$ cat src/rtl/trapseq_pkg.sv
package trapseq_pkg;
  typedef enum logic [2:0] {
    ST_IDLE   = 3'd0,
    ST_ISSUE  = 3'd1,
    ST_WAIT   = 3'd2,
    ST_COMMIT = 3'd3,
    ST_RETURN = 3'd4
  } seq_state_t;
endpackage

$ cat src/rtl/trap_seq_rst_sync.sv
module trap_seq_rst_sync #(
  parameter int STAGES = 2
) (
  input  logic clk,
  input  logic rst_n,
  output logic rst_core_n
);
  logic [STAGES-1:0] sync_q;

  always_ff @(posedge clk or negedge rst_n) begin
    if (!rst_n) sync_q <= '0;
    else        sync_q <= {sync_q[STAGES-2:0], 1'b1};
  end

  assign rst_core_n = sync_q[STAGES-1];
endmodule

$ cat src/rtl/trap_seq_fsm.sv
module trap_seq_fsm
  import trapseq_pkg::*;
(
  input  logic       clk,
  input  logic       rst_n,
  input  logic       trap_req,
  input  logic       ret_req,
  input  logic       mem_rdy,
  output seq_state_t state,
  output logic       accept_trap,
  output logic       accept_ret,
  output logic       take_data
);
  seq_state_t state_nx;

  // Requests are only looked at while idle; trap wins over return.
  assign accept_trap = (state == ST_IDLE) && trap_req;
  assign accept_ret  = (state == ST_IDLE) && !trap_req && ret_req;
  // The response strobe only counts once the read has been issued.
  assign take_data   = (state == ST_WAIT) && mem_rdy;

  always_comb begin
    state_nx = state;
    case (state)
      ST_IDLE: begin
        if (accept_trap)     state_nx = ST_ISSUE;
        else if (accept_ret) state_nx = ST_RETURN;
      end
      ST_ISSUE:  state_nx = ST_WAIT;
      ST_WAIT:   if (take_data) state_nx = ST_COMMIT;
      ST_COMMIT: state_nx = ST_IDLE;
      ST_RETURN: state_nx = ST_IDLE;
      default:   state_nx = ST_IDLE;
    endcase
  end

  always_ff @(posedge clk or negedge rst_n) begin
    if (!rst_n) state <= ST_IDLE;
    else        state <= state_nx;
  end
endmodule

$ cat src/rtl/trap_seq_capture.sv
module trap_seq_capture #(
  parameter int XLEN  = 16,
  parameter int VEC_W = 8
) (
  input  logic             clk,
  input  logic             accept_trap,
  input  logic             accept_ret,
  input  logic             take_data,
  input  logic [VEC_W-1:0] trap_vec,
  input  logic [XLEN-1:0]  pc_in,
  input  logic [XLEN-1:0]  r7_val,
  input  logic [XLEN-1:0]  mem_rdata,
  output logic [VEC_W-1:0] vec_q,
  output logic [XLEN-1:0]  link_q,
  output logic [XLEN-1:0]  target_q
);
  logic             vec_en, link_en, target_en;
  logic [XLEN-1:0]  target_d;

  assign vec_en    = accept_trap;
  assign link_en   = accept_trap;
  assign target_en = take_data || accept_ret;
  assign target_d  = take_data ? mem_rdata : r7_val;

  // Datapath registers: loaded only through their enables, no reset needed.
  always_ff @(posedge clk) begin
    if (vec_en)    vec_q    <= trap_vec;
    if (link_en)   link_q   <= pc_in;
    if (target_en) target_q <= target_d;
  end
endmodule

$ cat src/rtl/trap_seq_drive.sv
module trap_seq_drive
  import trapseq_pkg::*;
#(
  parameter int              XLEN       = 16,
  parameter int              VEC_W      = 8,
  parameter int              RF_AW      = 3,
  parameter int              LINK_IDX   = 7,
  parameter logic [XLEN-1:0] TABLE_BASE = '0
) (
  input  seq_state_t       state,
  input  logic [VEC_W-1:0] vec_q,
  input  logic [XLEN-1:0]  link_q,
  input  logic [XLEN-1:0]  target_q,
  output logic             mem_req,
  output logic [XLEN-1:0]  mem_addr,
  output logic             rf_we,
  output logic [RF_AW-1:0] rf_waddr,
  output logic [XLEN-1:0]  rf_wdata,
  output logic             pc_we,
  output logic [XLEN-1:0]  pc_next,
  output logic             busy,
  output logic             done
);
  localparam int PAD = XLEN - VEC_W;
  localparam logic [RF_AW-1:0] LINK_ADDR = RF_AW'(LINK_IDX);

  logic [XLEN-1:0] vec_ext;

  generate
    if (PAD > 0) begin : g_pad
      assign vec_ext = {{PAD{1'b0}}, vec_q};
    end else begin : g_nopad
      assign vec_ext = vec_q[XLEN-1:0];
    end
  endgenerate

  always_comb begin
    mem_req  = (state == ST_ISSUE);
    mem_addr = TABLE_BASE + vec_ext;
    rf_we    = (state == ST_COMMIT);
    rf_waddr = LINK_ADDR;
    rf_wdata = link_q;
    pc_we    = (state == ST_COMMIT) || (state == ST_RETURN);
    pc_next  = target_q;
    done     = pc_we;
    busy     = (state != ST_IDLE);
  end
endmodule

$ cat src/rtl/trap_dispatch_seq.sv
module trap_dispatch_seq
  import trapseq_pkg::*;
#(
  parameter int              XLEN       = 16,
  parameter int              VEC_W      = 8,
  parameter int              RF_AW      = 3,
  parameter int              LINK_IDX   = 7,
  parameter logic [XLEN-1:0] TABLE_BASE = '0
) (
  input  logic             clk,
  input  logic             rst_n,
  input  logic             trap_req,
  input  logic [VEC_W-1:0] trap_vec,
  input  logic [XLEN-1:0]  pc_in,
  input  logic             ret_req,
  input  logic [XLEN-1:0]  r7_val,
  output logic             mem_req,
  output logic [XLEN-1:0]  mem_addr,
  input  logic             mem_rdy,
  input  logic [XLEN-1:0]  mem_rdata,
  output logic             rf_we,
  output logic [RF_AW-1:0] rf_waddr,
  output logic [XLEN-1:0]  rf_wdata,
  output logic             pc_we,
  output logic [XLEN-1:0]  pc_next,
  output logic             busy,
  output logic             done
);
  logic             rst_core_n;
  seq_state_t       state;
  logic             accept_trap, accept_ret, take_data;
  logic [VEC_W-1:0] vec_q;
  logic [XLEN-1:0]  link_q, target_q;

  trap_seq_rst_sync #(.STAGES(2)) i_rst (
    .clk(clk), .rst_n(rst_n), .rst_core_n(rst_core_n)
  );

  trap_seq_fsm i_fsm (
    .clk(clk), .rst_n(rst_core_n), .trap_req(trap_req), .ret_req(ret_req),
    .mem_rdy(mem_rdy), .state(state), .accept_trap(accept_trap),
    .accept_ret(accept_ret), .take_data(take_data)
  );

  trap_seq_capture #(.XLEN(XLEN), .VEC_W(VEC_W)) i_cap (
    .clk(clk), .accept_trap(accept_trap), .accept_ret(accept_ret),
    .take_data(take_data), .trap_vec(trap_vec), .pc_in(pc_in),
    .r7_val(r7_val), .mem_rdata(mem_rdata), .vec_q(vec_q),
    .link_q(link_q), .target_q(target_q)
  );

  trap_seq_drive #(
    .XLEN(XLEN), .VEC_W(VEC_W), .RF_AW(RF_AW),
    .LINK_IDX(LINK_IDX), .TABLE_BASE(TABLE_BASE)
  ) i_drv (
    .state(state), .vec_q(vec_q), .link_q(link_q), .target_q(target_q),
    .mem_req(mem_req), .mem_addr(mem_addr), .rf_we(rf_we),
    .rf_waddr(rf_waddr), .rf_wdata(rf_wdata), .pc_we(pc_we),
    .pc_next(pc_next), .busy(busy), .done(done)
  );
endmodule

$ cat config.mk
export PLATFORM = sky130hd
export DESIGN_NAME = trap_dispatch_seq
export DESIGN_NICKNAME = d
export VERILOG_FILES = /design/src/rtl/trapseq_pkg.sv /design/src/rtl/trap_seq_rst_sync.sv /design/src/rtl/trap_seq_fsm.sv /design/src/rtl/trap_seq_capture.sv /design/src/rtl/trap_seq_drive.sv /design/src/rtl/trap_dispatch_seq.sv
export SDC_FILE = /design/constraint.sdc
export NUM_CORES = 1
export LEC_CHECK = 0
export CAP_MARGIN = 20
export CORE_MARGIN = 2
export CORE_UTILIZATION = 33
export CTS_CLUSTER_DIAMETER = 120
export CTS_CLUSTER_SIZE = 12
export DETAILED_ROUTE_END_ITERATION = 10
export PLACE_DENSITY_LB_ADDON = 0.3
export SYNTH_ARGS = -nofsm -noshare
export SYNTH_HDL_FRONTEND = slang
export SYNTH_SLANG_ARGS = --single-unit
$ cat constraint.sdc
create_clock -name clk -period 1.2 [get_ports clk]
set_input_delay 0.24 -clock clk [delete_from_list [all_inputs] [get_ports clk]]
set_output_delay 0.24 -clock clk [all_outputs]
set_load 0.02 [all_outputs]
Word level (Yosys, flattened, before mapping) --
Cells that the tools add are included.
Word-level totals: bits in registers 45, bits of input ports 61, logic and storage cells 26
Cells by class: eq/ne operators 6, multiplexer cells 5, reductions and logical operators 10
Operators with widths (count):
- $mux 16 | 1
- $mux 3 | 3
- $pmux 3 s3 | 1
- $eq 3x2->1 const B | 2
- $logic_and 1x1->1 | 4
- $eq 3x1->1 const B | 1
- $eq 3x3->1 const B | 1
- $logic_not 3->1 | 1
- $ne 3x2->1 const B | 1
- $reduce_bool 3->1 | 1
- $logic_or 1x1->1 | 2
- $ne 2x1->1 const B | 1
- $reduce_and 2->1 | 1
- $logic_not 1->1 | 1

Logic depth before layout (Yosys ltp) --
depth after elaboration 6, mapped depth 5, depth with buffers taken out 2

Hierarchy --
From an unflattened synthesis, not the netlist that was laid out.
Second synthesis, totals: cells, all modules 134, area, all modules 2080.7 um^2
Modules (own cells, without submodules):
- trap_seq_capture | times used 1, cells each 59, area an instance 1452.6 um^2, sequential area each 1201.2 um^2
- trap_seq_drive | times used 1, cells each 59, area an instance 431.7 um^2, sequential area each 0.0 um^2
- trap_seq_fsm | times used 1, cells each 13, area an instance 142.6 um^2, sequential area each 75.1 um^2
- trap_seq_rst_sync | times used 1, cells each 3, area an instance 53.8 um^2, sequential area each 50.0 um^2

Least setup slack after synthesis --
No wires, ideal clock.
kind register to register, start reg i_fsm.state[1], end reg i_cap.target_q[0] (enable), library setup time 414 ps, arrival 2252 ps, data required time 786 ps, path slack -1466 ps, cell stages (with the launch flop) 4, buffers on the path 1, path through dfrtp_1 -> buf_6 -> or3b_2 -> a211oi_1
On the way: longest elaborated chain between the ends 4, elaborated cells on any way between the ends 6
RTL lines:
- start, declared | line trap_seq_fsm.sv:9 | output seq_state_t state,
- start signal, assigned | line trap_seq_fsm.sv:39 | else state <= state_nx;
- $logic_not 3->1 | line trap_seq_fsm.sv:18 | assign accept_ret = (state == ST_IDLE) && !trap_req && ret_req;
- $logic_and 1x1->1 (2 in a row) | line trap_seq_fsm.sv:18
- $logic_or 1x1->1 (*) | line trap_seq_capture.sv:22 | assign target_en = take_data || accept_ret;
- named net i_cap.target_en | line trap_seq_capture.sv:17 | logic vec_en, link_en, target_en;
- end signal, assigned | line trap_seq_capture.sv:29 | if (target_en) target_q <= target_d;
- end, declared | line trap_seq_capture.sv:15 | output logic [XLEN-1:0] target_q
Mark *: on every way through the listed nets, which the timed path passes. The rest lies on a longest branch. A chain may end at the register's enable or synchronous reset.

Worst setup path in the final report --
start reg i_fsm.state[2], end reg i_cap.target_q[15], data pin
On the way: longest elaborated chain between the ends 3
RTL lines:
- $eq 3x2->1 | line trap_seq_fsm.sv:20 | assign take_data = (state == ST_WAIT) && mem_rdy;
- $logic_and 1x1->1 | line trap_seq_fsm.sv:20
- $mux 16 | line trap_seq_capture.sv:23 | assign target_d = take_data ? mem_rdata : r7_val;
- named net i_cap.target_d[15] | line trap_seq_capture.sv:18 | logic [XLEN-1:0] target_d;
The timed path passes the listed nets, and every way through them passes these cells.

==> impl_results.md <==
- Status: complete, but fails checks
- Violations in the final reports: negative setup slack
- Detailed Route WL: 3730 microns
- Worst IR drop on VDD: 0.000835 V
- Initial Utilization: 0.337
- Hold-fix buffers at CTS: 0
- Post-synth design cell area: 1820 sq um
- Net Switching: 1.80 mW
- Violation count after the first detailed-routing iteration: 20
- Max-cap violations: 0
- X dimension of the die: 78.3 microns
- Length of routed met2 wiring: 1870 microns
- CP required: 1.24 ns
- Rows: 27
- Maximum level of the CTS H-tree: 2
- Cell area after layout: 3110 sq um
- Global route total overflow: 0
- Most common library cells after synthesis: 40 x sky130_fd_sc_hd__edfxtp_1, 12 x sky130_fd_sc_hd__buf_4, 10 x sky130_fd_sc_hd__mux2_4, 6 x sky130_fd_sc_hd__mux2_2, 5 x sky130_fd_sc_hd__dfrtp_1
- Top flip-flop cell by instance count after synthesis: sky130_fd_sc_hd__edfxtp_1
- Post-layout worst setup margin: -0.480 ns
- Fraction of final layout cells sized beyond drive strength 1: 0.448
- Arr. time, crit path: 1.72 ns
- Synth unique cells: 21
- Area overhead of the layout relative to synthesis: 70.6%
- Wire length of the first global-routing pass: 5710 microns
- Detailed-router iteration count before antenna repair: 3
- Number of warning messages in the yosys log: 0
- Io pins: 117
- Ant. Diodes: 0
- Via density per instance: 4.08
- Metal1 wirelength: 1420 microns
- Total track usage: 0.123
- Clock latency reported for the late side of the worst-skew pair: 0.29 ns
- Wirelength per Cell: 12.7 microns
- Post-layout minimum cycle time: 1.68 ns
- Critical path type: flop to flop
- Met3 routed WL: 377 microns
- Count of final max-slew check failures: 0
- Adder-cell area share of the yosys netlist: 0
- CTS max path bufs: 2
- Kind of launch point of the worst setup path: flop
- Flops & latches, synth: 45
- Top fanout value on the critical path: 8
- Share of power burned in the clock network: 0.214
- Total number of vias: 1196
- Most repeated cell in the gate-level netlist after synthesis: sky130_fd_sc_hd__edfxtp_1
- Die height: 78.3 microns
- Class of the most critical hold timing path: flop to async pin
- Cell type with the highest aggregate area in the netlist: sky130_fd_sc_hd__edfxtp_1
- Num CTS Buffers: 5
- Clock sinks: 45
- Complex-gate fraction of the synthesized area: 0.0124
- Portion of netlist area occupied by mux cells: 0.119
- Area fraction in and, or, nand and nor cells after synthesis: 0.0508
- Endpoint kind of the worst setup timing path: flop
- Top metal layer carrying routed signals: met4
- DP HPWL: 2840 microns
- CTS Root Buffer Type: sky130_fd_sc_hd__clkbuf_8
- Unrepaired setup endpoints after global routing: true
- Fill cell count: 446
- Hold Violations, Final: 0
- End-of-flow core utilization: 0.575
- Area of the die: 6130 sq um
- Area fraction of the dominant cell type after synthesis: 0.659
- Area taken by multi-input logic gates: 445 sq um
- Number of enable flip-flop cells after synthesis: 40
- Top achievable clock speed: 595 MHz
- Clock tree from TritonCTS: yes
- Placer's final routability congestion estimate: 0.688
- Via count of the first global-routing pass: 1180
- Sw frac: 0.296
- Clock transition time at the flip-flop clock pins of the worst setup and hold paths: 0.08 ns
- Main combinational cell family by area after synthesis: multiplexers
- Pre-CTS WS: -0.657 ns
- Number of failing setup endpoints in the final timing report: 62
- Sequential cell area in the final layout: 1330 sq um
- Fraction of synthesized cell area in xor and xnor cells: 0.00480
- Biggest area contributors in the synthesized netlist: sky130_fd_sc_hd__edfxtp_1 66%, sky130_fd_sc_hd__mux2_4 8.2%, sky130_fd_sc_hd__dfrtp_1 6.9%
- Static leakage: 1.26 nW
- Power per Cell Area: 1950 nW/um^2
- Final worst-path cycle share: 1.40
- Standard cell core area: 5410 sq um
- Final Skew: 0.00390 ns
- Antenna Violating Nets Remaining: 0
- Number of nets at the end of the flow: 281
- Sequential cell fraction of total power: 0.381
- Placement-stage cell area: 3030 sq um
- Post-synthesis cell count: 95
- Internal: 4.28 mW
- Number of antenna violations at the first check in global routing: 0
- Largest net degree at the start of global routing: 25
- Part of the total power dissipated in combinational logic: 0.405
- Syn_area_per_cell: 19.2 sq um
- Sequential element share of the synthesized area: 0.728
- Residual DRC: 0
- Count of port buffers added during placement: 105
- Async S/R FF share, synth: 0.111
## cell usage in the layout, fill, tap and decap left out, types with 2 or more instances in the layout
cell                               n
sky130_fd_sc_hd__clkdlybuf4s15_2   8
sky130_fd_sc_hd__conb_1           12
sky130_fd_sc_hd__buf_2            15
sky130_fd_sc_hd__clkbuf_2         17
sky130_fd_sc_hd__dfrtp_1           3
sky130_fd_sc_hd__dfrtp_2           2
sky130_fd_sc_hd__nor2_1            2
sky130_fd_sc_hd__buf_12            3
sky130_fd_sc_hd__nor3b_2           2
sky130_fd_sc_hd__buf_4            14
sky130_fd_sc_hd__buf_6             6
sky130_fd_sc_hd__bufinv_16         2
sky130_fd_sc_hd__clkbuf_8          5
sky130_fd_sc_hd__mux2_4           16
sky130_fd_sc_hd__clkdlybuf4s50_1  60
sky130_fd_sc_hd__edfxtp_1         40
## path summary, 6_finish.rpt
check,from,depth (start not counted),slack [ns],end
max in group asynchronous,rst_n,1,0.98,i_rst.sync_q[0]
min in group clk,i_rst.sync_q[0],0,0.36,i_rst.sync_q[1]
max,i_fsm.state[2],5,-0.48,i_cap.target_q[15]
max reg2reg,i_fsm.state[2],5,-0.48,i_cap.target_q[15]
min reg2reg,i_rst.sync_q[1],0,0.05,i_fsm.state[2]
min,i_rst.sync_q[1],0,0.05,i_fsm.state[2]
## critical path, stage by stage, from the launching register on
cell                        delay [ns]
sky130_fd_sc_hd__dfrtp_1          0.41
sky130_fd_sc_hd__buf_6            0.13
sky130_fd_sc_hd__nor4bb_4         0.26
sky130_fd_sc_hd__buf_4            0.17
sky130_fd_sc_hd__clkbuf_16        0.16
sky130_fd_sc_hd__mux2_4           0.29
## stage by stage
step	power [mW]	cells	hold WS, ns	TNS, ns
after floorplan	3.75	105	-0.0556	-28.95
after CTS	6.10	288	0.0547	-24.78
after global placement	4.79	278	0.0359	-32.25
after global routing	6.37	293	0.0662	-27.38
after detailed placement	4.84	278	0.0504	-33.15
final	6.08	293	0.0535	-24.40
## routing by layer
layer  track usage  vias to the layer above
met5             0                        -
met4        0.0491                        0
met3        0.0575                        9
met2         0.204                       79
met1         0.137                      535
li1              -                      573
## power groups by stage
| stage | clock network [mW] | registers, mW | logic [mW] |
|---|---|---|---|
| 2_1_floorplan | 0 | 2.70 | 1.05 |
| 3_3_place_gp | 0 | 2.36 | 2.43 |
| 3_5_place_dp | 0 | 2.37 | 2.47 |
| 4_1_cts | 1.33 | 2.33 | 2.44 |
| 5_1_grt | 1.40 | 2.36 | 2.61 |
| 6_report | 1.30 | 2.32 | 2.46 |
## cells by family (layout without fill, tap and decap cells)
family          Yosys count  in the layout
flops                    45             45
buf+inv                  17            133
mux                      16             16
simple gates             11             11
compound gates            3              3
other cells               2             12
xor+xnor                  1              1
## final cells by class
| class | instances | area share |
|---|---|---|
| Inverter | 1 | 0.00121 |
| Tap cell | 72 | 0.0290 |
| Timing Repair Buffer | 124 | 0.356 |
| Sequential cell | 45 | 0.427 |
| Clock inverter | 3 | 0.0209 |
| Multi-Input combinational cell | 43 | 0.143 |
| Clock buffer | 5 | 0.0221 |
## sequential cells by signal, indices dropped and copies added (netlist names)
signal          cells
i_cap.link_q       16
i_cap.target_q     16
i_cap.vec_q         8
i_fsm.state         3
i_rst.sync_q        2
## repair_timing
item | CTS | global route
buffers inserted | 2 | 4
setup endpoints to repair | 102 | 95
pin swaps | 2 | 2
resized for setup | 132 | 39
gates cloned | 0 | 1
No activity file was read; power rests on OpenSTA's default activity.
